$ cat config.mk
export PLATFORM = sky130hd
export DESIGN_NAME = tam_responder
export DESIGN_NICKNAME = d
export VERILOG_FILES = /design/src/rtl/tam_pkg.sv /design/src/rtl/tam_table_rom.sv /design/src/rtl/tam_hdr_gen.sv /design/src/rtl/tam_stream_ctrl.sv /design/src/rtl/tam_responder.sv
export SDC_FILE = /design/constraint.sdc
export NUM_CORES = 1
export LEC_CHECK = 0
export BUFFER_PORTS_ARGS = -buffer_cell sky130_fd_sc_hd__buf_2
export CAP_MARGIN = 20
export CELL_PAD_IN_SITES_DETAIL_PLACEMENT = 0
export CELL_PAD_IN_SITES_GLOBAL_PLACEMENT = 2
export CORE_MARGIN = 3
export CORE_UTILIZATION = 30
export CTS_BUF_LIST = sky130_fd_sc_hd__clkbuf_4 sky130_fd_sc_hd__clkbuf_8 sky130_fd_sc_hd__clkbuf_16
export CTS_CLUSTER_DIAMETER = 60
export CTS_CLUSTER_SIZE = 28
export DETAILED_ROUTE_END_ITERATION = 16
export PLACE_DENSITY_LB_ADDON = 0.1
export REMOVE_ABC_BUFFERS = 1
export SYNTH_ARGS = -nofsm -noshare
export SYNTH_HDL_FRONTEND = slang
export SYNTH_SLANG_ARGS = --single-unit
$ cat constraint.sdc
create_clock -name clk -period 4.1 [get_ports clk]
set_input_delay 0.205 -clock clk [delete_from_list [all_inputs] [get_ports clk]]
set_output_delay 0.205 -clock clk [all_outputs]
set_load 0.02 [all_outputs]
$ cat src/rtl/tam_pkg.sv
package tam_pkg;
  localparam int HDR_DW   = 3;   // response header dwords
  localparam int REQ_DW   = 3;   // minimum request object length
  localparam int HANDLE_W = 16;

  function automatic int ent_bytes(input int idx, input int b0, input int step);
    return b0 + step * idx;
  endfunction

  function automatic int ent_dw(input int idx, input int b0, input int step);
    return (ent_bytes(idx, b0, step) + 3) / 4;
  endfunction

  function automatic int ent_base(input int idx, input int b0, input int step);
    int acc;
    acc = 0;
    for (int i = 0; i < idx; i++) acc += ent_dw(i, b0, step);
    return acc;
  endfunction

  typedef enum logic [1:0] {ST_IDLE, ST_SEND, ST_LAST, ST_HELD} tam_state_e;
endpackage

$ cat src/rtl/tam_table_rom.sv
module tam_table_rom #(
  parameter int          NUM_ENT  = 4,
  parameter int          B0       = 6,
  parameter int          STEP     = 5,
  parameter int          IDX_W    = 2,
  parameter int          BYTES_W  = 16,
  parameter int          AW       = 4,
  parameter logic [15:0] DATA_TAG = 16'hDA7A
) (
  input  logic [IDX_W-1:0]   ent_idx,
  input  logic [AW-1:0]      word_off,
  output logic [BYTES_W-1:0] ent_bytes_o,
  output logic [31:0]        rd_data
);
  localparam int ROM_WORDS = tam_pkg::ent_base(NUM_ENT, B0, STEP);

  logic [AW-1:0]      base_tab  [NUM_ENT];
  logic [BYTES_W-1:0] bytes_tab [NUM_ENT];
  logic [31:0]        store     [ROM_WORDS];
  logic [AW-1:0]      addr;

  for (genvar e = 0; e < NUM_ENT; e++) begin : g_desc
    assign base_tab[e]  = AW'(tam_pkg::ent_base(e, B0, STEP));
    assign bytes_tab[e] = BYTES_W'(tam_pkg::ent_bytes(e, B0, STEP));
  end

  for (genvar a = 0; a < ROM_WORDS; a++) begin : g_store
    assign store[a] = {DATA_TAG, 16'(a)};
  end

  assign ent_bytes_o = bytes_tab[ent_idx];
  assign addr        = base_tab[ent_idx] + word_off;
  assign rd_data     = (addr < AW'(ROM_WORDS)) ? store[addr] : '0;
endmodule

$ cat src/rtl/tam_hdr_gen.sv
module tam_hdr_gen #(
  parameter int          NUM_ENT    = 4,
  parameter int          IDX_W      = 2,
  parameter int          BYTES_W    = 16,
  parameter int          LEN_W      = 18,
  parameter logic [15:0] VENDOR_ID  = 16'h1E98,
  parameter logic [7:0]  OBJ_TYPE   = 8'h02,
  parameter logic [7:0]  RSP_CODE   = 8'h00,
  parameter logic [7:0]  TABLE_TYPE = 8'h00
) (
  input  logic [IDX_W-1:0]                 ent_idx,
  input  logic [BYTES_W-1:0]               ent_bytes,
  output logic [tam_pkg::HDR_DW-1:0][31:0] hdr_w,
  output logic [LEN_W-1:0]                 total_dw
);
  logic [BYTES_W:0]                  pay_dw;
  logic [tam_pkg::HANDLE_W-1:0]      next_h;

  always_comb begin
    pay_dw   = ({1'b0, ent_bytes} + (BYTES_W+1)'(3)) >> 2;
    total_dw = LEN_W'(tam_pkg::HDR_DW) + LEN_W'(pay_dw);
    next_h   = (ent_idx == IDX_W'(NUM_ENT - 1)) ? '1
                                                : tam_pkg::HANDLE_W'(ent_idx) + 1'b1;
    hdr_w[0] = {8'h00, OBJ_TYPE, VENDOR_ID};
    hdr_w[1] = 32'(total_dw);
    hdr_w[2] = {next_h, TABLE_TYPE, RSP_CODE};
  end
endmodule

$ cat src/rtl/tam_stream_ctrl.sv
module tam_stream_ctrl #(
  parameter int LEN_W = 18
) (
  input  logic                             clk,
  input  logic                             rst,
  input  logic                             start,
  input  logic [tam_pkg::HDR_DW-1:0][31:0] hdr_w,
  input  logic [LEN_W-1:0]                 total_dw,
  input  logic [31:0]                      pay_word,
  output logic [LEN_W-1:0]                 word_idx,
  output logic                             idle,
  output logic                             out_valid,
  output logic [31:0]                      out_data,
  input  logic                             out_ready,
  output logic                             done,
  output logic [LEN_W-1:0]                 mbox_len,
  input  logic                             mbox_clear
);
  import tam_pkg::*;

  tam_state_e  st;
  logic [31:0] cur_word;

  assign idle     = (st == ST_IDLE);
  assign cur_word = (word_idx < LEN_W'(HDR_DW)) ? hdr_w[word_idx[1:0]] : pay_word;

  always_ff @(posedge clk) begin
    if (rst) begin
      st        <= ST_IDLE;
      word_idx  <= '0;
      out_valid <= 1'b0;
      out_data  <= '0;
      done      <= 1'b0;
      mbox_len  <= '0;
    end else begin
      if (mbox_clear) begin
        done     <= 1'b0;
        mbox_len <= '0;
        if (st == ST_HELD) st <= ST_IDLE;
      end
      case (st)
        ST_IDLE: if (start) begin
          st       <= ST_SEND;
          word_idx <= '0;
        end
        ST_SEND: if (!out_valid || out_ready) begin
          out_valid <= 1'b1;
          out_data  <= cur_word;
          word_idx  <= word_idx + 1'b1;
          if (word_idx == total_dw - 1'b1) st <= ST_LAST;
        end
        ST_LAST: if (out_ready) begin
          out_valid <= 1'b0;
          done      <= 1'b1;
          mbox_len  <= mbox_len + total_dw;
          st        <= ST_HELD;
        end
        default: ;
      endcase
    end
  end

  a_r7_stall_hold: assert property (@(posedge clk) disable iff (rst)
    out_valid && !out_ready |=> out_valid && $stable(out_data));
  a_r8_done_quiet: assert property (@(posedge clk) disable iff (rst)
    done |-> !out_valid && !idle);
  a_r8_len_on_done: assert property (@(posedge clk) disable iff (rst)
    $rose(done) |-> mbox_len >= total_dw);
  a_r9_clear_empties: assert property (@(posedge clk) disable iff (rst)
    mbox_clear && st == ST_HELD |=> !done && mbox_len == '0 && idle);
endmodule

$ cat src/rtl/tam_responder.sv
module tam_responder #(
  parameter int          NUM_ENT    = 4,
  parameter int          ENT_B0     = 6,
  parameter int          ENT_STEP   = 5,
  parameter int          LEN_W      = 18,
  parameter int          BYTES_W    = 16,
  parameter logic [15:0] VENDOR_ID  = 16'h1E98,
  parameter logic [7:0]  OBJ_TYPE   = 8'h02,
  parameter logic [7:0]  RSP_CODE   = 8'h00,
  parameter logic [7:0]  TABLE_TYPE = 8'h00,
  parameter logic [15:0] DATA_TAG   = 16'hDA7A
) (
  input  logic                          clk,
  input  logic                          rst,
  input  logic                          req_valid,
  input  logic [LEN_W-1:0]              req_len_dw,
  input  logic [tam_pkg::HANDLE_W-1:0]  req_handle,
  output logic                          req_ready,
  output logic                          rd_valid,
  output logic [31:0]                   rd_data,
  input  logic                          rd_ready,
  output logic                          rsp_ready,
  output logic [LEN_W-1:0]              mbox_len_dw,
  input  logic                          mbox_clear
);
  localparam int IDX_W     = (NUM_ENT > 1) ? $clog2(NUM_ENT) : 1;
  localparam int ROM_WORDS = tam_pkg::ent_base(NUM_ENT, ENT_B0, ENT_STEP);
  localparam int AW        = $clog2(ROM_WORDS + 1);

  logic [IDX_W-1:0]                 ent_q;
  logic                             req_ok, idle;
  logic [BYTES_W-1:0]               ent_bytes;
  logic [tam_pkg::HDR_DW-1:0][31:0] hdr_w;
  logic [LEN_W-1:0]                 total_dw, word_idx;
  logic [AW-1:0]                    word_off;
  logic [31:0]                      pay_word;

  assign req_ready = idle;
  assign req_ok    = req_valid && idle
                   && (req_len_dw >= LEN_W'(tam_pkg::REQ_DW))
                   && (req_handle < tam_pkg::HANDLE_W'(NUM_ENT));
  assign word_off  = (word_idx >= LEN_W'(tam_pkg::HDR_DW))
                   ? AW'(word_idx - LEN_W'(tam_pkg::HDR_DW)) : '0;

  always_ff @(posedge clk) begin
    if (rst)         ent_q <= '0;
    else if (req_ok) ent_q <= req_handle[IDX_W-1:0];
  end

  tam_table_rom #(
    .NUM_ENT(NUM_ENT), .B0(ENT_B0), .STEP(ENT_STEP), .IDX_W(IDX_W),
    .BYTES_W(BYTES_W), .AW(AW), .DATA_TAG(DATA_TAG)
  ) u_rom (
    .ent_idx(ent_q), .word_off(word_off), .ent_bytes_o(ent_bytes), .rd_data(pay_word)
  );

  tam_hdr_gen #(
    .NUM_ENT(NUM_ENT), .IDX_W(IDX_W), .BYTES_W(BYTES_W), .LEN_W(LEN_W),
    .VENDOR_ID(VENDOR_ID), .OBJ_TYPE(OBJ_TYPE), .RSP_CODE(RSP_CODE),
    .TABLE_TYPE(TABLE_TYPE)
  ) u_hdr (
    .ent_idx(ent_q), .ent_bytes(ent_bytes), .hdr_w(hdr_w), .total_dw(total_dw)
  );

  tam_stream_ctrl #(.LEN_W(LEN_W)) u_ctrl (
    .clk(clk), .rst(rst), .start(req_ok), .hdr_w(hdr_w), .total_dw(total_dw),
    .pay_word(pay_word), .word_idx(word_idx), .idle(idle),
    .out_valid(rd_valid), .out_data(rd_data), .out_ready(rd_ready),
    .done(rsp_ready), .mbox_len(mbox_len_dw), .mbox_clear(mbox_clear)
  );

  a_r1_short_drop: assert property (@(posedge clk) disable iff (rst)
    req_valid && req_ready && req_len_dw < LEN_W'(tam_pkg::REQ_DW)
    |=> req_ready && !rd_valid);
  a_r2_bad_handle_drop: assert property (@(posedge clk) disable iff (rst)
    req_valid && req_ready && req_handle >= tam_pkg::HANDLE_W'(NUM_ENT)
    |=> req_ready && !rd_valid);
endmodule

# Word level (Yosys, flattened, before mapping)
# Memories as Yosys holds them, arrays and structs flattened.
# Index checks and enable logic that the tools add are counted.
[totals]
out_inout_bits = 53
mem_count = 1
mem_bits_ro = 512
register_bits = 74
[mem_list]
columns = ["name", "depth", "word_bits", "read_ports", "rd_clocked_by_memory_dff", "write_ports", "line", "rtl"]
rows = [
  ["(name not given)", 16, 32, 1, 0, 0, "tam_table_rom.sv:33", "assign rd_data = (addr < AW'(ROM_WORDS)) ? store[addr] : '0;"],
]
[classes]
n_addsub = 8
eq_ne = 8
reduce_logical = 11
n_bitwise = 2
magnitude_cmp = 8
n_mux = 33
[ops]
columns = ["op", "count"]
rows = [
  ["$mux 32", 5],
  ["$mux 18", 5],
  ["$bmux 32 s2", 1],
  ["$mux 16", 3],
  ["$ge 18x2->1 const B", 2],
  ["$pmux 18 s2", 1],
  ["$bmux 16 s2", 1],
  ["$add 18x1->18 const B", 1],
  ["$add 18x16->18", 1],
  ["$eq 18x18->1", 1],
  ["$lt 18x2->1 const B", 1],
  ["$add 16x2->17 const B", 1],
  ["$sub 16x1->17 const B", 1],
  ["$add 2x15->16 const A", 1],
  ["$lt 16x3->1 const B", 1],
  ["$mux 2", 6],
  ["$mux 4", 3],
  ["$bmux 4 s2", 1],
  ["$eq 2x2->1 const B", 3],
  ["$pmux 2 s3", 1],
  ["$reduce_and 3->1", 2],
  ["$ge 5x5->1 const B", 1],
  ["$mux 1", 5],
  ["$not 4->5", 1],
  ["other kinds (17)", 21],
]

# Longest topological paths before layout
[logic_depth]
ltp_word = 11
mapped_depth = 14
ltp_nobuf = 13

# Modules after synthesis
# From an unflattened synthesis, not the netlist that was laid out.
[hier_totals]
cells_unflattened = 937
area_unflattened_um2 = 6985.4
[modules_own_cells]
columns = ["mod", "instances", "cells_per_inst", "seq_area_each_um2", "area_per_inst_um2"]
rows = [
  ["tam_stream_ctrl", 1, 691, 1441.4, 5088.6],
  ["tam_hdr_gen", 1, 145, 0.0, 1077.3],
  ["tam_table_rom", 1, 67, 0.0, 516.7],
  ["tam_responder", 1, 34, 40.0, 302.8],
]

# Worst setup path before layout
# OpenSTA, ideal clock, no wires.
[synth_path]
path_type = "reg2reg"
startpoint = "register u_ctrl.word_idx[0]"
endpoint = "register u_ctrl.out_data[1]"
required_time_ps = 3980
n_path_buf = 1
slack_ps = 1258
path_stages_with_launch = 15
t_arrival_ps = 2723
setup_time_ps = 120
period_less_slack_ps = 2842
path_cell_list = "dfxtp_1 ha_1 nor4_1 nand3_1 nor2_1 buf_2 nor2_1 ha_1 a31oi_1 or2_2 o32a_1 o21ai_0 o21ai_1 a41oi_2 o31a_1"
[synth_between]
elab_chain_cells = 9
word_cells_on_any_way = 14
classes_between = "2 x add/sub; 3 x order compare; 7 x mux; 1 x bitwise; 1 x memory"
[synth_lines]
columns = ["element", "line", "rtl"]
rows = [
  ["from (decl)", "tam_stream_ctrl.sv:10", "output logic [LEN_W-1:0] word_idx,"],
  ["from (signal assigned)", "tam_stream_ctrl.sv:49", "word_idx <= word_idx + 1'b1;"],
  ["$ge 18x2->1 or $sub 4x2->4 (tied branches)", "tam_responder.sv:42, tam_responder.sv:43", ""],
  ["$mux 4", "tam_responder.sv:43", "? AW'(word_idx - LEN_W'(tam_pkg::HDR_DW)) : '0;"],
  ["$add 4x4->4", "tam_table_rom.sv:32", "assign addr = base_tab[ent_idx] + word_off;"],
  ["$not 4->5 (implied by the code)", "tam_table_rom.sv:33", ""],
  ["$mem_v2 16x32", "--", ""],
  ["$mux 32 (implied by the code) (2 in a row)", "tam_table_rom.sv:33", ""],
  ["$mux 32", "tam_table_rom.sv:33", ""],
  ["$mux 32 (*)", "tam_stream_ctrl.sv:25", "assign cur_word = (word_idx < LEN_W'(HDR_DW)) ? hdr_w[word_idx[1:0]] : pay_word;"],
  ["to (signal assigned)", "tam_stream_ctrl.sv:48", "out_data <= cur_word;"],
  ["to (decl)", "tam_stream_ctrl.sv:13", "output logic [31:0] out_data,"],
]
# Mark *: on every way between the ends. The rest lies on a longest branch, timed or not. The select of a mux whose other input is x is not followed.
# A chain may end at the register's enable or synchronous reset.

# Worst setup path after layout
# Ends and elaborated chain as after synthesis.

==> summary.md <==
| Metric | Value |
|---|---|
| Die span in x | `113.4 um` |
| Clock tree skew after final layout | `6.146 ps` |
| Htree depth | `2` |
| Via/cell ratio | `slightly above 5` |
| Largest buffer count on any clock path | `2` |
| Cell internal power dissipation | `762.9 uW` |
| Pins Over Slew Limit | `0` |
| Total die area | `0.01286 mm2` |
| Initial DRC Count | `140` |
| Detailed Route WL | `9388 um` |
| Worst Slack Setup Final | `699.1 ps` |
| Core area | `around 0.011 mm2` |
| Post-detailed-route wirelength per cell | `roughly 15 um` |
| Sinks on the clock net | `52` |
| Dominant cell type by area after synthesis | `sky130_fd_sc_hd__dfxtp_1` |
| Switching pwr | `about 220 uW` |
| Clock insertion delay at the later pin of the skew report | `290 ps` |
| FF+latch count, synth | `52` |
| Maximum number of pins on one net before global-route repair | `38` |
| Gate power share | `4.2%` |
| Total clock buffers created by CTS | `5` |
| Share of post-route cells with drive strength above 1 | `23.54%` |
| Static Leakage | `approximately 0.0016 uW` |
| Router iterations before antenna repair | `4` |
| Vias after detailed routing | `3222` |
| Final sum of negative setup slack | `0 ps` |
| Remaining antenna violation count | `0` |
| # diodes | `0` |
| Final number of setup-violating endpoints | `0` |
| Count leader, synth | `sky130_fd_sc_hd__nor2_1` |
| Filler cell count in the final layout | `1210` |
| Synthesized cell area | `0.003461 mm2` |
| Number of antenna violations at the first check in global routing | `0` |
| Gate count after technology mapping | `442` |
| Max Clock Freq | `0.2940 GHz` |
| Switching portion of total power | `22.66%` |
| Synth-to-layout area growth | `14.68%` |
| Final Hold Vio Count | `0` |
| Post-DP Area | `0.003820 mm2` |
| Die boundary height | `113.4 um` |
| Async set-reset flop share out of synthesis | `0%` |
| CTS root buf | `sky130_fd_sc_hd__clkbuf_16` |
| Unique cell type count in the Yosys netlist | `68` |
| Maximum net fanout on the critical path | `13` |
| DR DRC count | `0` |
| I/O Buffers | `85` |
| Ranking of synthesized cells by area | `sky130_fd_sc_hd__dfxtp_1, sky130_fd_sc_hd__ha_1, sky130_fd_sc_hd__nor2_1, sky130_fd_sc_hd__a21oi_1, sky130_fd_sc_hd__buf_4` |
| Max-capacitance violation count | `0` |
| Total congestion overflow after global routing | `0` |
| Post-synth top area share | `between 30% and 40%` |
| Post-Syn Area per Cell | `about 7.8 um2` |
| Number of buffers inserted for hold repair after clock tree synthesis | `0` |
| Pre-CTS setup slack | `743.1 ps` |
| Count of boundary I/O pins | `92` |
| Maximum ir drop on the vdd rail | `about 210 uV` |
| Final nets | `553` |
| Number of synthesized flops with an enable pin | `0` |
| Crit path time final | `3401 ps` |
| Worst Hold Class | `in -> reg` |
| Run status | `finished clean` |
| All-Layer GR Usage | `14.76%` |
| Power density over the cells | `between 200 and 250 mW/mm2` |
| Worst path required time | `4280 ps` |
| Half-perimeter wire length of the detailed placement result | `7044 um` |
| Ys flop type | `sky130_fd_sc_hd__dfxtp_1` |
| Actual transition at the worst max-transition pin | `about 800 ps` |
| Category of the critical setup timing path | `reg -> reg` |
| Number of warnings issued by yosys | `0` |
| RSZ-0062 raised after global routing | `false` |
| Share of the cycle needed by the critical path after routing | `just over 80%` |
| Clock transition at path regs | `70 ps` |
| Worst Setup End Kind | `flop` |
| Final estimated routing congestion in global placement | `0.8435` |
| Sequential cell fraction of total power | `51.1%` |
| Total Power | `986.4 uW` |
| Commonest cells in the synthesized netlist | `sky130_fd_sc_hd__nor2_1, sky130_fd_sc_hd__dfxtp_1, sky130_fd_sc_hd__nand2_1` |
| Number of buffers inserted to repair setup after CTS | `0` |
| CTS-repair resized insts | `0` |
| Via count of the first global-routing pass | `3070` |
| Clk pwr share | `44.7%` |
| Wire length of the first global-routing pass | `15560 um` |
| Finished layout cell area | `0.003969 mm2` |
| Share of synthesized area occupied by flip-flops and latches | `30.08%` |
| Starting density of the core | `between 30% and 40%` |
| CTS tree | `done` |
| Tightest hold margin | `148.4 ps` |
| Relative slew slack | `roughly 45%` |
| Arrival time of data at the critical path endpoint | `3580 ps` |
| Setup crit start kind | `flop` |
| Cell row count | `38` |
==> metal layers <==
layer | GRT usage [%] | share of wire (%) | up-vias
li1 | - | - | 1647
met4 | 3.686 | 1.6 | 0
met5 | 0 | 0 | -
met2 | 23.54 | 44 | 91
met3 | 2.653 | 5.3 | 10
met1 | 20.72 | 49 | 1474
==> flip-flops by register name, summed over array words and instances, names as in the netlist <==
register	count
u_ctrl.st	2
u_ctrl.done	1
ent_q	2
u_ctrl.out_valid	1
u_ctrl.mbox_len	18
u_ctrl.word_idx	18
u_ctrl.out_data	10
==> area by class of cell <==
class,instances,area (um2),area share [%]
sequential,52,1041,26.23
tap,140,175.2,4.414
inverter,10,37.54,0.9458
clock inverter,1,8.758,0.2207
timing repair buffer,89,455.4,11.48
clock buffer,7,140.1,3.531
multi-input combinational,338,2111,53.18
==> cells in the final DEF (no fill, tap or decap), types with 3 or more instances in the layout <==
master,count
sky130_fd_sc_hd__dfxtp_1,52
sky130_fd_sc_hd__a21oi_2,3
sky130_fd_sc_hd__nand2b_1,5
sky130_fd_sc_hd__nand3_1,23
sky130_fd_sc_hd__and3_1,5
sky130_fd_sc_hd__xor2_1,10
sky130_fd_sc_hd__and2_1,4
sky130_fd_sc_hd__nor2_1,53
sky130_fd_sc_hd__nand3b_1,5
sky130_fd_sc_hd__or3_1,8
sky130_fd_sc_hd__nand2_1,38
sky130_fd_sc_hd__nand4_1,11
sky130_fd_sc_hd__a21oi_1,37
sky130_fd_sc_hd__xnor2_1,10
sky130_fd_sc_hd__inv_1,9
sky130_fd_sc_hd__nor2b_1,4
sky130_fd_sc_hd__clkbuf_16,5
sky130_fd_sc_hd__o21ai_0,9
sky130_fd_sc_hd__buf_2,85
sky130_fd_sc_hd__a31oi_1,5
sky130_fd_sc_hd__a21o_1,4
sky130_fd_sc_hd__conb_1,6
sky130_fd_sc_hd__a211oi_1,5
sky130_fd_sc_hd__nor4_1,12
sky130_fd_sc_hd__ha_1,17
sky130_fd_sc_hd__nor3_1,11
sky130_fd_sc_hd__or4_1,3
sky130_fd_sc_hd__buf_4,4
sky130_fd_sc_hd__mux2_2,5
sky130_fd_sc_hd__o211ai_1,4
==> power groups by stage <==
stage	sequential, uW	combinational (uW)	clock, uW
finish	504	41.0	441
global route	504	45.4	478
CTS	504	41.8	458
detailed placement	516	41.7	0
global placement	516	41.4	0
floorplan	516	10.5	0
==> critical path: stages, from the launching register on <==
cell                      delay (ps)
sky130_fd_sc_hd__dfxtp_1         440
sky130_fd_sc_hd__ha_1            330
sky130_fd_sc_hd__nor4_1          170
sky130_fd_sc_hd__nand3_1         160
sky130_fd_sc_hd__nor2_1          330
sky130_fd_sc_hd__nor2_1           90
sky130_fd_sc_hd__ha_1            350
sky130_fd_sc_hd__a31oi_1         270
sky130_fd_sc_hd__or2_2           150
sky130_fd_sc_hd__o32a_1          140
sky130_fd_sc_hd__o21ai_0         120
sky130_fd_sc_hd__o21ai_1         310
sky130_fd_sc_hd__a41oi_2         170
sky130_fd_sc_hd__o31a_1          250
==> worst paths after layout <==
kind	cells after the start	to	start	slack (ps)
setup / recovery	13	u_ctrl.out_data[1]	u_ctrl.word_idx[0]	700
hold / removal	3	ent_q[0]	req_handle[0]	150
setup reg to reg	13	u_ctrl.out_data[1]	u_ctrl.word_idx[0]	700
hold reg to reg	2	u_ctrl.out_data[16]	u_ctrl.out_data[16]	460
==> cell families after synthesis <==
kind of cell    after synthesis  synth area share, %
compound gates               86                15.87
xor+xnor                     20                5.061
fa+ha+maj                    18                6.724
buf+inv                      57                9.472
flops                        52                30.08
mux                           8                2.531
other cells                   1               0.1084
simple gates                200                30.15
==> stage by stage <==
| stage | util, % | cells |
|---|---|---|
| floorplan | - | 400 |
| global placement | 34.48 | 629 |
| detailed placement | 34.48 | 629 |
| CTS | 35.83 | 637 |
| global route | 35.83 | 637 |
| finish | 35.83 | 637 |
Power figures use the tool's default switching activity.
